[src/rtl/irq_vc_pkg.sv]
package irq_vc_pkg;
   localparam int NSRC    = 3;
   localparam int DW      = 8;
   localparam int BIT_EXT = 0;
   localparam int BIT_T0  = 4;
   localparam int BIT_T1  = 5;

   typedef enum logic [1:0] {
      RA_REQ  = 2'd0,
      RA_EN   = 2'd1,
      RA_EDGE = 2'd2,
      RA_CTRL = 2'd3
   } reg_addr_e;

   typedef enum logic [1:0] {
      EDG_DFLT = 2'b00,
      EDG_RISE = 2'b01,
      EDG_FALL = 2'b10,
      EDG_BOTH = 2'b11
   } edge_sel_e;

   function automatic int src_bit(input int idx);
      case (idx)
         0:       return BIT_EXT;
         1:       return BIT_T0;
         default: return BIT_T1;
      endcase
   endfunction
endpackage

[src/rtl/irq_edge_det.sv]
module irq_edge_det #(
   parameter int SYNC_STAGES = 2
) (
   input  logic       clk,
   input  logic       rst_n,
   input  logic       pin,
   input  logic [1:0] sel,
   output logic       hit
);
   import irq_vc_pkg::*;

   localparam int CHAIN = SYNC_STAGES + 1;

   if (SYNC_STAGES < 2) begin : g_bad_sync
      $error("irq_edge_det: SYNC_STAGES must be at least 2");
   end

   logic [CHAIN-1:0] sh;
   logic             cur, prev, rise, fall;

   always_ff @(posedge clk or negedge rst_n) begin
      if (!rst_n) sh <= '0;
      else        sh <= {sh[CHAIN-2:0], pin};
   end

   assign cur  = sh[SYNC_STAGES-1];
   assign prev = sh[SYNC_STAGES];
   assign rise = cur & ~prev;
   assign fall = ~cur & prev;

   always_comb begin
      case (edge_sel_e'(sel))
         EDG_RISE: hit = rise;
         EDG_BOTH: hit = rise | fall;
         default:  hit = fall;
      endcase
   end

   AST_EDGE_NEEDS_CHANGE: assert property (@(posedge clk) disable iff (!rst_n)
      hit |-> (cur != prev));
endmodule

[src/rtl/irq_flag_bank.sv]
module irq_flag_bank #(
   parameter int DW   = 8,
   parameter int NSRC = 3
) (
   input  logic            clk,
   input  logic            rst_n,
   input  logic [NSRC-1:0] set,
   input  logic            wr_req,
   input  logic            wr_en,
   input  logic [DW-1:0]   wdata,
   output logic [DW-1:0]   req_vec,
   output logic [DW-1:0]   en_vec,
   output logic            pend
);
   import irq_vc_pkg::*;

   logic [NSRC-1:0] flag, ena;

   for (genvar i = 0; i < NSRC; i++) begin : g_src
      localparam int B = src_bit(i);

      if (B >= DW) begin : g_bad_bit
         $error("irq_flag_bank: source bit outside data width");
      end

      always_ff @(posedge clk or negedge rst_n) begin
         if (!rst_n)      flag[i] <= 1'b0;
         else if (set[i]) flag[i] <= 1'b1;
         else if (wr_req) flag[i] <= wdata[B];
      end

      always_ff @(posedge clk or negedge rst_n) begin
         if (!rst_n)     ena[i] <= 1'b0;
         else if (wr_en) ena[i] <= wdata[B];
      end

      AST_HW_SET_WINS: assert property (@(posedge clk) disable iff (!rst_n)
         set[i] |=> req_vec[B]);
      AST_FLAG_STICKY: assert property (@(posedge clk) disable iff (!rst_n)
         (req_vec[B] && !wr_req) |=> req_vec[B]);
   end

   always_comb begin
      req_vec = '0;
      en_vec  = '0;
      for (int i = 0; i < NSRC; i++) begin
         req_vec[src_bit(i)] = flag[i];
         en_vec[src_bit(i)]  = ena[i];
      end
   end

   assign pend = |(flag & ena);
endmodule

[src/rtl/irq_shadow.sv]
module irq_shadow #(
   parameter int          DW        = 8,
   parameter logic [7:0]  KEEP_MASK = 8'h3F
) (
   input  logic          clk,
   input  logic          rst_n,
   input  logic          push,
   input  logic [DW-1:0] acc_in,
   input  logic [DW-1:0] flg_in,
   output logic [DW-1:0] acc_out,
   output logic [DW-1:0] flg_out
);
   localparam logic [DW-1:0] MASK = DW'(KEEP_MASK);

   if (DW < 8) begin : g_bad_dw
      $error("irq_shadow: DW must be at least 8");
   end

   logic [DW-1:0] sv_acc, sv_flg;

   always_ff @(posedge clk or negedge rst_n) begin
      if (!rst_n) begin
         sv_acc <= '0;
         sv_flg <= '0;
      end else if (push) begin
         sv_acc <= acc_in;
         sv_flg <= flg_in & MASK;
      end
   end

   assign acc_out = sv_acc;
   assign flg_out = (flg_in & ~MASK) | (sv_flg & MASK);

   AST_SHADOW_HOLD: assert property (@(posedge clk) disable iff (!rst_n)
      !push |=> $stable(acc_out));
endmodule

[src/rtl/irq_vector_ctrl.sv]
module irq_vector_ctrl #(
   parameter int          ADDR_W      = 10,
   parameter logic [15:0] VEC_ADDR    = 16'h0008,
   parameter int          SYNC_STAGES = 2,
   parameter logic [7:0]  KEEP_MASK   = 8'h3F
) (
   input  logic               clk,
   input  logic               rst_n,
   input  logic               ext_pin,
   input  logic               tmr0_ovf,
   input  logic               tmr1_ovf,
   input  logic               sleep,
   input  logic [1:0]         bus_addr,
   input  logic               bus_wr,
   input  logic [7:0]         bus_wdata,
   output logic [7:0]         bus_rdata,
   output logic               irq_req,
   input  logic               irq_ack,
   input  logic               irq_ret,
   output logic [ADDR_W-1:0]  vec_addr,
   output logic               wake_req,
   input  logic               push,
   input  logic [7:0]         acc_in,
   input  logic [7:0]         flags_in,
   output logic [7:0]         acc_out,
   output logic [7:0]         flags_out
);
   import irq_vc_pkg::*;

   if (ADDR_W < 4 || ADDR_W > 16) begin : g_bad_aw
      $error("irq_vector_ctrl: ADDR_W out of range");
   end

   logic [1:0]    edge_sel;
   logic          gie, wake_r, ext_hit, pend;
   logic [DW-1:0] req_vec, en_vec;
   logic          wr_req, wr_en, wr_edge, wr_ctrl;

   assign wr_req  = bus_wr && (reg_addr_e'(bus_addr) == RA_REQ);
   assign wr_en   = bus_wr && (reg_addr_e'(bus_addr) == RA_EN);
   assign wr_edge = bus_wr && (reg_addr_e'(bus_addr) == RA_EDGE);
   assign wr_ctrl = bus_wr && (reg_addr_e'(bus_addr) == RA_CTRL);

   irq_edge_det #(.SYNC_STAGES(SYNC_STAGES)) u_edge (
      .clk(clk), .rst_n(rst_n), .pin(ext_pin), .sel(edge_sel), .hit(ext_hit)
   );

   irq_flag_bank #(.DW(DW), .NSRC(NSRC)) u_flags (
      .clk(clk), .rst_n(rst_n),
      .set({tmr1_ovf, tmr0_ovf, ext_hit}),
      .wr_req(wr_req), .wr_en(wr_en), .wdata(bus_wdata),
      .req_vec(req_vec), .en_vec(en_vec), .pend(pend)
   );

   irq_shadow #(.DW(DW), .KEEP_MASK(KEEP_MASK)) u_shadow (
      .clk(clk), .rst_n(rst_n), .push(push),
      .acc_in(acc_in), .flg_in(flags_in),
      .acc_out(acc_out), .flg_out(flags_out)
   );

   always_ff @(posedge clk or negedge rst_n) begin
      if (!rst_n)       edge_sel <= 2'b00;
      else if (wr_edge) edge_sel <= bus_wdata[1:0];
   end

   always_ff @(posedge clk or negedge rst_n) begin
      if (!rst_n)       gie <= 1'b0;
      else if (irq_ack) gie <= 1'b0;
      else if (wr_ctrl) gie <= bus_wdata[0];
      else if (irq_ret) gie <= 1'b1;
   end

   always_ff @(posedge clk or negedge rst_n) begin
      if (!rst_n)     wake_r <= 1'b0;
      else if (sleep) wake_r <= wake_r | ext_hit;
      else            wake_r <= 1'b0;
   end

   always_comb begin
      case (reg_addr_e'(bus_addr))
         RA_REQ:  bus_rdata = req_vec;
         RA_EN:   bus_rdata = en_vec;
         RA_EDGE: bus_rdata = {6'b0, edge_sel};
         default: bus_rdata = {7'b0, gie};
      endcase
   end

   assign irq_req  = gie & pend;
   assign wake_req = wake_r;
   assign vec_addr = VEC_ADDR[ADDR_W-1:0];

   AST_ACK_DROPS: assert property (@(posedge clk) disable iff (!rst_n)
      irq_ack |=> !irq_req);
   AST_WAKE_IN_SLEEP: assert property (@(posedge clk) disable iff (!rst_n)
      $rose(wake_req) |-> $past(sleep));
   AST_WAKE_FLAGS_PIN: assert property (@(posedge clk) disable iff (!rst_n)
      $rose(wake_req) |-> req_vec[BIT_EXT]);
endmodule

[config.mk]
export PLATFORM = sky130hd
export DESIGN_NAME = irq_vector_ctrl
export DESIGN_NICKNAME = d
export VERILOG_FILES = /design/src/rtl/irq_vc_pkg.sv /design/src/rtl/irq_edge_det.sv /design/src/rtl/irq_flag_bank.sv /design/src/rtl/irq_shadow.sv /design/src/rtl/irq_vector_ctrl.sv
export SDC_FILE = /design/constraint.sdc
export NUM_CORES = 1
export LEC_CHECK = 0
export BUFFER_PORTS_ARGS = -buffer_cell sky130_fd_sc_hd__buf_2
export CAP_MARGIN = 40
export CORE_ASPECT_RATIO = 2
export CORE_MARGIN = 2
export CORE_UTILIZATION = 40
export DETAILED_ROUTE_END_ITERATION = 10
export GPL_ROUTABILITY_DRIVEN = 0
export MAX_ROUTING_LAYER = met4
export PLACE_DENSITY = 0.82
export SYNTH_ARGS = -nofsm -noshare
export SYNTH_HDL_FRONTEND = slang
export SYNTH_SLANG_ARGS = --single-unit
[constraint.sdc]
create_clock -name clk -period 1.4 [get_ports clk]
set_clock_uncertainty 0.1 [all_clocks]
set_input_delay 0.14 -clock clk [delete_from_list [all_inputs] [get_ports clk]]
set_output_delay 0.14 -clock clk [all_outputs]
set_load 0.005 [all_outputs]
==> run metrics <==
Max IR drop VDD 0.751 mV; DP HPWL 1790 um; number of iterations in the first detailed-routing pass 4; Routed Antenna Nets 0; sequential cell area 676 um^2; largest net degree at the start of global routing 28; die height ~84 um; die area 3690 um^2; final net count 200; row count 29; register area share after synthesis 52.9%; GRT overflow 0; Fin. Hold Viols 0; core area approximately 3100 um^2; clock root cell clkbuf_8; worst slew pin tran a little under 0.6 ns; Slew HR about three fifths; mapped cell area 1280 um^2; layout cells sized above 1 a little under half; highest clock rate about 660 MHz; Max Cap Viol 0; Synth top area share a little over half; number of antenna violations at the first check in global routing 0; Cells after Synth 97; fin cells approximately 190; Worst Path Required 1.16 ns; Multi-input gate area 490 um^2; CTS tree yes; Power, Total about 0.0017 W; Residual DRC 0; Clock Pin Slew Worst Setup and Hold Paths 0.08 ns; # setup viols final 2; setup ws final -0.107 ns; failing checks setup timing; status finished with violations; Pins Over Slew Limit 0; TNS Setup -0.206 ns; HP Class primary input to flop; vias in the first global route 950; Final Cycle Share 108%; initial core utilization 40.9%; IO buf count 49; Worst-Skew Late Latency about 0.26 ns; vias per inst about 4.9; FF+latch count, synth 27; first-pass GRT wire length 3880 um; placed instance count 171; H-tree lvl count 1; WP data arrival 1.27 ns; n_diodes 0; wire length per cell 12.6 um; Syn Area/Cell 13.2 um^2; Pwr per Cell Area 1000 nW/um^2; RSZ-0062 raised after global routing true; Synth area leader dfrtp_1; Total GRT Usage 13.9%; Leak Pwr 0.830 nW; Ports 72; Synth area leaders dfrtp_1 53%, mux2_2 17%, buf_4 9.4%; Final min period 1.51 ns; critical-path maximum fanout 3; total CTS buffers 3; clock buffer depth 2; Synth cell types 23; Area Overhead vs Synth 31.4%; Setup crit end kind output port; Setup CP Type flop to output port; clock sink count 27; Yosys warning total 0; initial DRC count 11; Fillers ~280; die width 43.9 um; startpoint type of the worst setup path flop; DR vias 932; Post-Route WL ~2400 um
## synth_stat cells, drive strengths merged
cell    number
buf         18
inv          4
nand3b       2
nor2         4
ha           2
mux4         1
mux2        19
nor3b        1
o211ai       1
conb         2
dfrtp       27
a211o        2
nand3        2
a222oi       1
mux2i        3
nand2        1
a211oi       1
a31oi        1
nand2b       1
nor2b        3
and3b        1
## cells in the final DEF, fill, tap and decap left out
cell	instances
ha_1	2
and3b_2	1
a222oi_1	1
inv_1	4
buf_4	2
o211ai_1	1
clkbuf_1	1
dlygate4sd3_1	14
clkbuf_8	3
nand3_1	2
conb_1	14
dfrtp_1	27
buf_2	49
a211oi_1	1
nand3b_1	2
mux4_2	1
nand2_1	1
a31oi_1	1
nand2b_1	1
mux2_2	19
nor3b_4	1
mux2i_1	3
nor2_1	4
buf_6	1
a211o_1	2
nor2b_1	3
## cell type report
class	instances	share of cell area (%)
Clock buffer	4	2.69
Inverter	4	0.896
Multi-Input combinational cell	60	29.3
Sequential cell	27	40.3
Tap cell	31	2.31
Timing Repair Buffer	66	24.6
## worst paths after layout
check,slack [ns],depth (start not counted),from,to
worst max register to register,0.15,5,u_edge.sh[1]$_DFF_PN0_,wake_req$_DFF_PN0_
worst min-delay path,0.004,2,bus_wdata[1],edge_sel[1]$_DFFE_PN0P_
worst max-delay path,-0.11,2,u_flags.req_vec[0]$_DFFE_PN0P_,bus_rdata[0]
min in group asynchronous,0.31,2,rst_n,u_shadow.acc_out[6]$_DFFE_PN0P_
max in group asynchronous,0.50,2,rst_n,u_edge.sh[2]$_DFF_PN0_
worst min register to register,0.26,0,u_edge.sh[0]$_DFF_PN0_,u_edge.sh[1]$_DFF_PN0_
## logic make-up (layout without fill, tap and decap cells)
kind of cell	count (synthesis)	count (layout)	synth area share, %
AO/OA/AOI/OAI	6	6	3.82
adder cells (fa/ha/maj)	2	2	1.96
buffers and inverters	22	74	11.9
flip-flops	27	27	52.9
multiplexers	23	23	21.2
other	2	14	0.588
AND/OR/NAND/NOR	15	15	7.65
## power by group
group          internal [W]  switching, W
combinational      0.000212      0.000139
sequential         0.000865     0.0000522
clock              0.000203      0.000212
total               0.00128      0.000403
## worst max-delay path, cell delays in order (launching register included)
cell and delay (ns):
dfrtp_1 0.41, mux4_2 0.46, buf_2 0.14
## flip-flops by register name (all words and copies together), names as in the netlist
register / count
gie: 1
wake_req: 1
u_shadow.acc_out: 8
u_flags.req_vec: 3
edge_sel: 2
u_flags.en_vec: 3
u_shadow.sv_flg: 6
u_edge.sh: 3
## per-stage QoR
step / hold slack, ns / worst slack, ns / util (%) / instance area (um^2)
finish: 0.00414 / -0.107 / 53.7 / 1680
global route: 0.00178 / -0.195 / 53.7 / 1680
CTS: 0.00147 / -0.117 / 52.1 / 1630
detailed placement: 0.0694 / 0.114 / 47.1 / 1470
global placement: 0.0595 / 0.143 / 47.1 / 1470
floorplan: -0.256 / 0.260 / - / 1320
## metal layers
| layer | global-route usage, % | vias up | part of all wire (%) |
|---|---|---|---|
| li1 | - | 429 | - |
| met1 | 14.2 | 438 | 33 |
| met2 | 25.7 | 60 | 58 |
| met3 | 1.52 | 5 | 8.0 |
| met4 | 4.96 | 0 | 1.6 |
| met5 | - | - | 0 |
## timing repair
| action | CTS | global route |
|---|---|---|
| setup endpoints to repair | 2 | 2 |
| pin swaps | 0 | 0 |
| endpoints found under the hold margin | 34 | 5 |
| resized for setup | 2 | 0 |
| buffers inserted | 3 | 0 |
| hold buffers | 9 | 5 |
Power figures use the tool's default switching activity.
